<file path="src/rtl/nan_pick_pkg.sv">
package nan_pick_pkg;
  localparam int unsigned EXP_W = 8;
  localparam int unsigned MAN_W = 23;
  localparam int unsigned FP_W  = 1 + EXP_W + MAN_W;

  typedef enum logic [1:0] {
    POL_ORDERED   = 2'd0,
    POL_FIRST     = 2'd1,
    POL_MAGNITUDE = 2'd2,
    POL_FIRST_ALT = 2'd3
  } policy_e;

  typedef struct packed {
    logic is_nan;
    logic is_quiet;
    logic is_sig;
  } nan_class_t;
endpackage

</file>
<file path="src/rtl/nan_class.sv">
module nan_class #(
  parameter int unsigned EXP_W = 8,
  parameter int unsigned MAN_W = 23,
  localparam int unsigned W    = 1 + EXP_W + MAN_W
) (
  input  logic                   [W-1:0] val_i,
  output nan_pick_pkg::nan_class_t       cls_o
);
  logic exp_ones, man_nz;
  assign exp_ones = &val_i[W-2:MAN_W];
  assign man_nz   = |val_i[MAN_W-1:0];

  always_comb begin
    cls_o.is_nan   = exp_ones & man_nz;
    cls_o.is_quiet = exp_ones & val_i[MAN_W-1];
    cls_o.is_sig   = exp_ones & man_nz & ~val_i[MAN_W-1];
  end
endmodule

</file>
<file path="src/rtl/nan_choose.sv">
module nan_choose #(
  parameter int unsigned W = 32
) (
  input  logic [W-1:0]             a_i,
  input  logic [W-1:0]             b_i,
  input  nan_pick_pkg::nan_class_t a_cls_i,
  input  nan_pick_pkg::nan_class_t b_cls_i,
  input  nan_pick_pkg::policy_e    policy_i,
  output logic                     pick_b_o
);
  import nan_pick_pkg::*;

  logic [W-2:0] a_mag, b_mag;
  logic         a_larger;

  assign a_mag = a_i[W-2:0];
  assign b_mag = b_i[W-2:0];

  // magnitude first, then positive sign wins a tie
  always_comb begin
    if (a_mag != b_mag) a_larger = (a_mag > b_mag);
    else                a_larger = (a_i < b_i);
  end

  always_comb begin
    unique case (policy_i)
      POL_ORDERED: begin
        if      (a_cls_i.is_sig)   pick_b_o = 1'b0;
        else if (b_cls_i.is_sig)   pick_b_o = 1'b1;
        else if (a_cls_i.is_quiet) pick_b_o = 1'b0;
        else                       pick_b_o = 1'b1;
      end
      POL_MAGNITUDE: begin
        if (a_cls_i.is_sig) begin
          if      (b_cls_i.is_sig)   pick_b_o = ~a_larger;
          else if (b_cls_i.is_quiet) pick_b_o = 1'b1;
          else                       pick_b_o = 1'b0;
        end else if (a_cls_i.is_quiet) begin
          if (b_cls_i.is_sig || !b_cls_i.is_nan) pick_b_o = 1'b0;
          else                                   pick_b_o = ~a_larger;
        end else begin
          pick_b_o = 1'b1;
        end
      end
      default: pick_b_o = ~a_cls_i.is_nan;
    endcase
  end
endmodule

</file>
<file path="src/rtl/nan_pick_unit.sv">
module nan_pick_unit #(
  parameter int unsigned EXP_W       = 8,
  parameter int unsigned MAN_W       = 23,
  parameter logic [31:0] DEFAULT_NAN = 32'h7FC0_0000,
  localparam int unsigned W          = 1 + EXP_W + MAN_W
) (
  input  logic         clk_i,
  input  logic         rst_ni,
  input  logic         valid_i,
  input  logic [W-1:0] a_i,
  input  logic [W-1:0] b_i,
  input  logic [1:0]   policy_i,
  input  logic         dflt_mode_i,
  output logic         valid_o,
  output logic [W-1:0] result_o,
  output logic         invalid_o
);
  import nan_pick_pkg::*;

  logic [1:0][W-1:0] opnd;
  nan_class_t [1:0]  cls;
  logic              pick_b;
  logic [W-1:0]      chosen, quieted, res_d;
  logic              inv_d;

  assign opnd[0] = a_i;
  assign opnd[1] = b_i;

  for (genvar g = 0; g < 2; g++) begin : g_cls
    nan_class #(.EXP_W(EXP_W), .MAN_W(MAN_W)) i_cls (
      .val_i (opnd[g]),
      .cls_o (cls[g])
    );
  end

  nan_choose #(.W(W)) i_choose (
    .a_i      (a_i),
    .b_i      (b_i),
    .a_cls_i  (cls[0]),
    .b_cls_i  (cls[1]),
    .policy_i (policy_e'(policy_i)),
    .pick_b_o (pick_b)
  );

  always_comb begin
    chosen             = pick_b ? b_i : a_i;
    quieted            = chosen;
    quieted[MAN_W-1]   = 1'b1;
    res_d              = dflt_mode_i ? DEFAULT_NAN[W-1:0] : quieted;
    inv_d              = cls[0].is_sig | cls[1].is_sig;
  end

  always_ff @(posedge clk_i or negedge rst_ni) begin
    if (!rst_ni) begin
      valid_o   <= 1'b0;
      result_o  <= '0;
      invalid_o <= 1'b0;
    end else begin
      valid_o <= valid_i;
      if (valid_i) begin
        result_o  <= res_d;
        invalid_o <= inv_d;
      end
    end
  end
endmodule

</file>
<file path="config.mk">
export PLATFORM = sky130hd
export DESIGN_NAME = nan_pick_unit
export DESIGN_NICKNAME = d
export VERILOG_FILES = /design/src/rtl/nan_pick_pkg.sv /design/src/rtl/nan_class.sv /design/src/rtl/nan_choose.sv /design/src/rtl/nan_pick_unit.sv
export SDC_FILE = /design/constraint.sdc
export NUM_CORES = 1
export LEC_CHECK = 0
export BUFFER_PORTS_ARGS = -buffer_cell sky130_fd_sc_hd__buf_2
export CORE_ASPECT_RATIO = 0.9
export CORE_MARGIN = 5
export CORE_UTILIZATION = 25
export DETAILED_ROUTE_END_ITERATION = 7
export HOLD_SLACK_MARGIN = 0.02
export PLACE_DENSITY = 0.57
export SLEW_MARGIN = 20
export SYNTH_ARGS = -nofsm -noshare
export SYNTH_HDL_FRONTEND = slang
export SYNTH_SLANG_ARGS = --single-unit
export TNS_END_PERCENT = 10
</file>
<file path="constraint.sdc">
create_clock -name clk_i -period 0.9 [get_ports clk_i]
set_input_delay 0.09 -clock clk_i [delete_from_list [all_inputs] [get_ports clk_i]]
set_output_delay 0.09 -clock clk_i [all_outputs]
set_load 0.01 [all_outputs]
</file>
==> results of run 1 <==
-- layout by cell type (no fill, tap or decap), types with 2 or more instances in the layout --
cell	n
clkbuf_16	5
nor4_1	4
inv_2	10
buf_4	65
buf_6	9
mux2i_2	3
mux2i_4	4
dfrtp_1	34
o21a_1	2
o21ai_0	3
a21oi_2	3
a31oi_1	7
nor4_2	5
clkbuf_1	2
nor2_1	13
nor4_4	2
and3_1	2
ha_1	16
ha_4	16
and4_1	3
nand4_1	8
inv_1	46
nand2_1	10
or4_4	3
a211oi_2	2
o211ai_1	2
mux2i_1	16
a21oi_1	13
buf_2	92
buf_8	3
nand3_2	2
a31oi_4	2
o22ai_1	22
nor3_1	2
nand3_1	5
inv_4	3
buf_12	5
-- registers in the layout, indices dropped and copies added, names as in the netlist --
name,count
invalid_o,1
result_o,32
valid_o,1
-- path summary, 6_finish.rpt --
path | start | to | cells after the start
setup reg to reg | result_o[22]$_DFFE_PN0P_ | result_o[22]$_DFFE_PN0P_ | 1
setup / recovery | b_i[24] | result_o[15]$_DFFE_PN0P_ | 11
hold reg to reg | result_o[22]$_DFFE_PN0P_ | result_o[22]$_DFFE_PN0P_ | 1
hold / removal | valid_i | result_o[22]$_DFFE_PN0P_ | 2
max in group asynchronous | rst_ni | result_o[8]$_DFFE_PN0P_ | 3
min in group asynchronous | rst_ni | result_o[25]$_DFFE_PN0P_ | 2
-- through the flow --
stage | setup TNS (ps) | utilization, %
2_1_floorplan | -35130 | -
3_3_place_gp | -61020 | 37.84
3_5_place_dp | -63890 | 37.84
4_1_cts | -39150 | 42.27
5_1_grt | -40150 | 44.02
6_report | -36550 | 44.02
-- kinds of logic after synthesis --
family                     share of synthesized area, %
AOI/OAI and AO/OA                                 17.78
adders and majority gates                         15.13
DFF                                               32.15
and+or+nand+nor                                   14.94
muxes                                             8.700
buffers and inverters                             11.30
-- power by group --
part           internal (mW)  switching, mW
combinational          0.798          0.810
clock                   1.31          0.690
sequential              1.65         0.0626
-- cell type report --
cell class / instances / share of cell area, %
multi-input combinational: 195 / 42.42
timing repair buffer: 175 / 26.59
clock inverter: 1 / 0.6628
tap: 129 / 3.563
inverter: 59 / 5.054
clock buffer: 7 / 2.927
sequential: 34 / 18.78
-- per-layer routing --
metal / GRT usage (%) / share of wire (%) / vias up
li1: - / - / 1428
met5: 0 / 0.14 / -
met3: 5.045 / 6.6 / 13
met4: 2.915 / 1.1 / 4
met2: 26.75 / 47 / 66
met1: 18.91 / 45 / 1329
-- repair_timing --
action	CTS	global route
hold endpoints to repair	11	0
setup endpoints to repair	41	61
cloned	1	0
resized for setup	35	30
pin swaps	11	15
hold buffers	1	0
setup buffers	9	2
==> summary.md, run 1 <==
| Metric | Value |
|---|---|
| CP Data Required Time | 1060 ps |
| Later-pin clock latency in the skew report | 280 ps |
| Most numerous cell in the Yosys netlist | inv_1 |
| Antenna Cells | 0 |
| Layout fillers | 964 |
| Setup CP Type | in2reg |
| Crit-path max FO | 8 |
| Power Density | 1173 nW/µm² |
| Minimum clock period | 2121 ps |
| Status | finished, violations left |
| Max Cap Violations | 0 |
| Synth-to-layout area growth | 71.21% |
| Clk slew on worst S/H paths | 50 ps |
| Global-route wire length before repair | 15960 µm |
| Placed cell area | 3894 µm² |
| Setup ws final | -1221 ps |
| Clk_skew | 0 ps |
| IO Pins | 104 |
| Drt first pass iters | 4 |
| Root Driver | clkbuf_16 |
| Setup slack, reg-to-reg | 150 ps |
| # nets final | 572 |
| Worst path slowest cell | or4_4 |
| Startpoint Class | primary input |
| Top-area cell type share of the netlist area | 32.15% |
| Initial DRC Count | 115 |
| CTS Buffer Depth | 2 |
| Fraction of registers with async set/reset | 100.0% |
| Failing checks | setup timing |
| Sink Count | 34 |
| CP Cell Sequence | buf_6 > inv_2 > buf_4 > or4_4 > a221oi_1 > o21ba_1 > o22ai_4 > a31oi_4 > buf_12 > mux2i_4 > o22ai_2 |
| Count of unique library cells instantiated by Yosys | 45 |
| Vert. Die Dim | 107.6 µm |
| Leak pwr | 2.256 nW |
| Cell family with most CP delay | compound AO/OA/AOI/OAI gates |
| Worst rel slew slack | 69.37% |
| DPL Wire Length | 7957 µm |
| Post-Syn Nets | 399 |
| Hold WC Path Type | in2reg |
| Synthesized area per cell | 8.910 µm² |
| RSZ-0062 raised after global routing | yes |
| Final Hold Slack | 66.31 ps |
| Setup WS pre-CTS | -2163 ps |
| Seq/Total Area, Yosys | 32.15% |
| WP buf/inv | 4 |
| GR Overflow Total | 0 |
| Final Setup Violations | 37 |
| Initial Util | 25.71% |
| Via count | 2840 |
| Crit path DAT | 2280 ps |
| GP Congestion | 0.8292 |
| Vias in the first global route | 3149 |
| Synth Register Bits | 34 |
| Critical Path End Type | register |
| DRC Markers | 0 |
| Tot Pwr | 5.316 mW |
| Wire per inst | 16.53 µm |
| Post-route ant nets | 0 |
| Synth cell count leaders | inv_1 (58), dfrtp_1 (34), ha_1 (32), mux2i_1 (23), o22ai_1 (23) |
| Final period util | 235.6% |
| Cell Area, Synth | 2646 µm² |
| Final hold vios | 0 |
| Inst Count DP | 579 |
| DIE AREA | 12750 µm² |
| CTS Buf Count | 5 |
| Total wire length | 9919 µm |
| Worst vdd ir | 0.7475 mV |
| Ranking of synthesized cells by area | dfrtp_1 (32%), ha_1 (15%), mux2i_1 (8.7%) |
| FMAX | 0.4715 GHz |
| Port Buffers | 103 |
| Non-filler instance count after layout | 600 |
| Cell count after synthesis | 297 |
| Initial antenna violation count | 2 |
| Worst path max stage delay | 550 ps |
| Rows | 35 |
| # H-tree levels | 2 |
| Design Area, Final | 4531 µm² |
| Number of enable flip-flop cells after synthesis | 0 |
| Die W | 118.5 µm |
| Post-DR vias/cell | 4.733 |
| Yosys top cell by area | dfrtp_1 |
| All-Layer GR Usage | 15.44% |
| Pin count of the biggest net entering global routing | 24 |
| CTS tree | built |
| Core Area | 10290 µm² |
| Ys flop type | dfrtp_1 |
| FF/Latch Area | 850.8 µm² |
| YS warnings | 0 |
| Slew @ Worst Pin | 458.5 ps |
| Share of cells above drive strength 1 | 52.65% |
| Multi-input gate area | 1922 µm² |
| Slew Limit Fails | 0 |
(Power assumes the default switching activity.)
==> run 2: changes to the inputs <==
==> constraint.sdc (replaced) <==
create_clock -name clk_i -period 0.9 [get_ports clk_i]
set_input_delay 0.09 -clock clk_i [delete_from_list [all_inputs] [get_ports clk_i]]
set_output_delay 0.09 -clock clk_i [all_outputs]
set_load 0.1 [all_outputs]
==> run 2 against run 1 <==
Against the previous run: the flow still finishes with violations (setup timing); worst setup slack better by 11 ps; largest power group is now combinational cells; sequential cell count stayed put; core utilization is 5.9 points higher; routed wire length increased by 3.3%; via count is 1.7% higher; clock power fell by 17%; combinational power rose by 81%; first-iteration DRC count decreased by 26%; global-route usage up 0.11 points; critical endpoint is now result_o[11]$_DFFE_PN0P_; critical path type unchanged; maximum frequency up 0.52%.
==> summary.md, run 2 (synthesis results as in run 1) <==
| Metric | Value |
|---|---|
| Status | finished, violations left (unchanged) |
| Failing checks | setup timing (unchanged) |
| Antenna Cells | 0 (unchanged) |
| Initial Util | 25.71% (unchanged) |
| Setup WS pre-CTS | -2049 ps (was -2163 ps) |
| Worst rel slew slack | 50.15% (was 69.37%) |
| Commonest non-fill, non-tap cells in the layout | buf_4 (59), buf_2 (51), inv_1 (44), buf_12 (38), dfrtp_1 (34) (was buf_2 (92), buf_4 (65), inv_1 (46), dfrtp_1 (34), o22ai_1 (22)) |
| Final Hold Slack | 79.31 ps (was 66.31 ps) |
| Vert. Die Dim | 107.6 µm (unchanged) |
| Initial DRC Count | 85 (was 115) |
| Final Setup Violations | 66 (was 37) |
| Global-route wire length before repair | 15990 µm (was 15960 µm) |
| All-Layer GR Usage | 15.55% (was 15.44%) |
| Synth-to-layout area growth | 94.18% (was 71.21%) |
| Vias in the first global route | 3055 (was 3149) |
| Critical Path End Type | register (unchanged) |
| Biggest regs | result_o: 32 flops, invalid_o: 1 flops, valid_o: 1 flops (unchanged) |
| Slew Limit Fails | 0 (unchanged) |
| Setup slack, reg-to-reg | 100 ps (was 150 ps) |
| Pin count of the biggest net entering global routing | 24 (unchanged) |
| CTS Buf Count | 5 (unchanged) |
| DPL Wire Length | 8116 µm (was 7957 µm) |
| CTS tree | built (unchanged) |
| Final setup TNS | -37940 ps (was -36550 ps) |
| Post-route ant nets | 0 (unchanged) |
| CTS Buffer Depth | 2 (unchanged) |
| Most common cell after layout, fill and taps aside | buf_4 (was buf_2) |
| Layout fillers | 891 (was 964) |
| Die W | 118.5 µm (unchanged) |
| Leak pwr | 2.418 nW (was 2.256 nW) |
| Worst vdd ir | 0.8530 mV (was 0.7475 mV) |
| CP Data Required Time | 1040 ps (was 1060 ps) |
| Minimum clock period | 2110 ps (was 2121 ps) |
| GP Congestion | 0.8799 (was 0.8292) |
| FMAX | 0.4740 GHz (was 0.4715 GHz) |
| GR Overflow Total | 0 (unchanged) |
| IO Pins | 104 (unchanged) |
| Drt first pass iters | 4 (unchanged) |
| DRC Markers | 0 (unchanged) |
| Core Area | 10290 µm² (unchanged) |
| Final hold vios | 0 (unchanged) |
| Slew @ Worst Pin | 743.3 ps (was 458.5 ps) |
| Hold WC Path Type | in2reg (unchanged) |
| Crit path DAT | 2250 ps (was 2280 ps) |
| Total wire length | 10250 µm (was 9919 µm) |
| Root Driver | clkbuf_16 (unchanged) |
| Wire per inst | 17.22 µm (was 16.53 µm) |
| Top reg by flops | result_o (unchanged) |
| Initial antenna violation count | 1 (was 2) |
| Sink Count | 34 (unchanged) |
| # H-tree levels | 2 (unchanged) |
| Max Cap Violations | 0 (unchanged) |
| Power Density | 1241 nW/µm² (was 1173 nW/µm²) |
| Later-pin clock latency in the skew report | 270 ps (was 280 ps) |
| DIE AREA | 12750 µm² (unchanged) |
| RSZ-0062 raised after global routing | yes (unchanged) |
| Max reg flops | 32 (unchanged) |
| # nets final | 569 (was 572) |
| Crit-path max FO | 8 (unchanged) |
| Setup CP Type | in2reg (unchanged) |
| Rows | 35 (unchanged) |
| Via count | 2889 (was 2840) |
| Clk_skew | 0 ps (unchanged) |
| Clk slew on worst S/H paths | 50 ps (about the same) |
| Port Buffers | 103 (unchanged) |
| Post-DR vias/cell | 4.855 (was 4.733) |
| Startpoint Class | primary input (unchanged) |
| Final period util | 234.4% (was 235.6%) |
| Share of cells above drive strength 1 | 54.51% (was 52.65%) |
| Setup ws final | -1210 ps (was -1221 ps) |
[run 2: cell count changes in the layout (fill, tap and decap cells not counted), moves of 3 or more]
cell	change
buf_4	-6
buf_6	+9
buf_2	-41
a21oi_2	+3
buf_12	+33
a21oi_1	-3
[run 2: critical path: stages]
cell,delay (ps)
buf_2,100
inv_2,40
ha_4,260
nand4_1,210
nor4_2,390
o211ai_1,170
a31o_4,260
a31oi_4,190
buf_12,180
mux2i_2,240
o22ai_1,110
[run 2: worst paths after layout]
| kind | from | to | cells after the start |
|---|---|---|---|
| max reg2reg | result_o[22]$_DFFE_PN0P_ | result_o[22]$_DFFE_PN0P_ | 1 |
| max | b_i[12] | result_o[11]$_DFFE_PN0P_ | 11 |
| max in group asynchronous | rst_ni | result_o[8]$_DFFE_PN0P_ | 3 |
| min reg2reg | result_o[22]$_DFFE_PN0P_ | result_o[22]$_DFFE_PN0P_ | 1 |
| min | valid_i | result_o[22]$_DFFE_PN0P_ | 2 |
| min in group asynchronous | rst_ni | valid_o$_DFF_PN0_ | 2 |
[run 2: what timing repair did]
item | CTS | global route
setup buffers | 6 | 1
hold buffers | 1 | 0
cloned | 1 | 0
hold endpoints to repair | 11 | 0
resized for setup | 44 | 49
setup endpoints to repair | 66 | 66
pin swaps | 13 | 24
[run 2: metrics by stage]
stage	power [mW]	utilization, %	instances	area, µm²
6_report	6.379	49.93	595	5139
5_1_grt	6.619	49.93	595	5139
4_1_cts	6.247	47.34	594	4872
3_5_place_dp	4.439	42.87	580	4412
3_3_place_gp	4.406	42.87	580	4412
2_1_floorplan	3.182	-	297	2819
[run 2: report_power, final]
part	switching, mW	leakage [nW]	internal (mW)	total [mW]
sequential	0.136	0.413	1.65	1.78
clock	0.606	0.0688	1.07	1.67
combinational	1.69	1.94	1.23	2.92
[run 2: per-layer routing]
layer / vias to the layer above / track usage (%) / share of wire [%]
met2: 83 / 26.35 / 49
met1: 1377 / 19.68 / 43
met4: 2 / 3.563 / 1.3
met3: 13 / 4.414 / 6.3
li1: 1414 / - / -
met5: - / 0 / 0.13
[run 2: area by class of cell]
cell class / instances / area, µm² / area share, %
multi-input combinational: 195 / 2007 / 39.06
timing repair buffer: 172 / 1747 / 33.99
sequential: 34 / 850.8 / 16.56
inverter: 59 / 234.0 / 4.553
tap: 129 / 161.4 / 3.141
clock buffer: 6 / 138.9 / 2.703
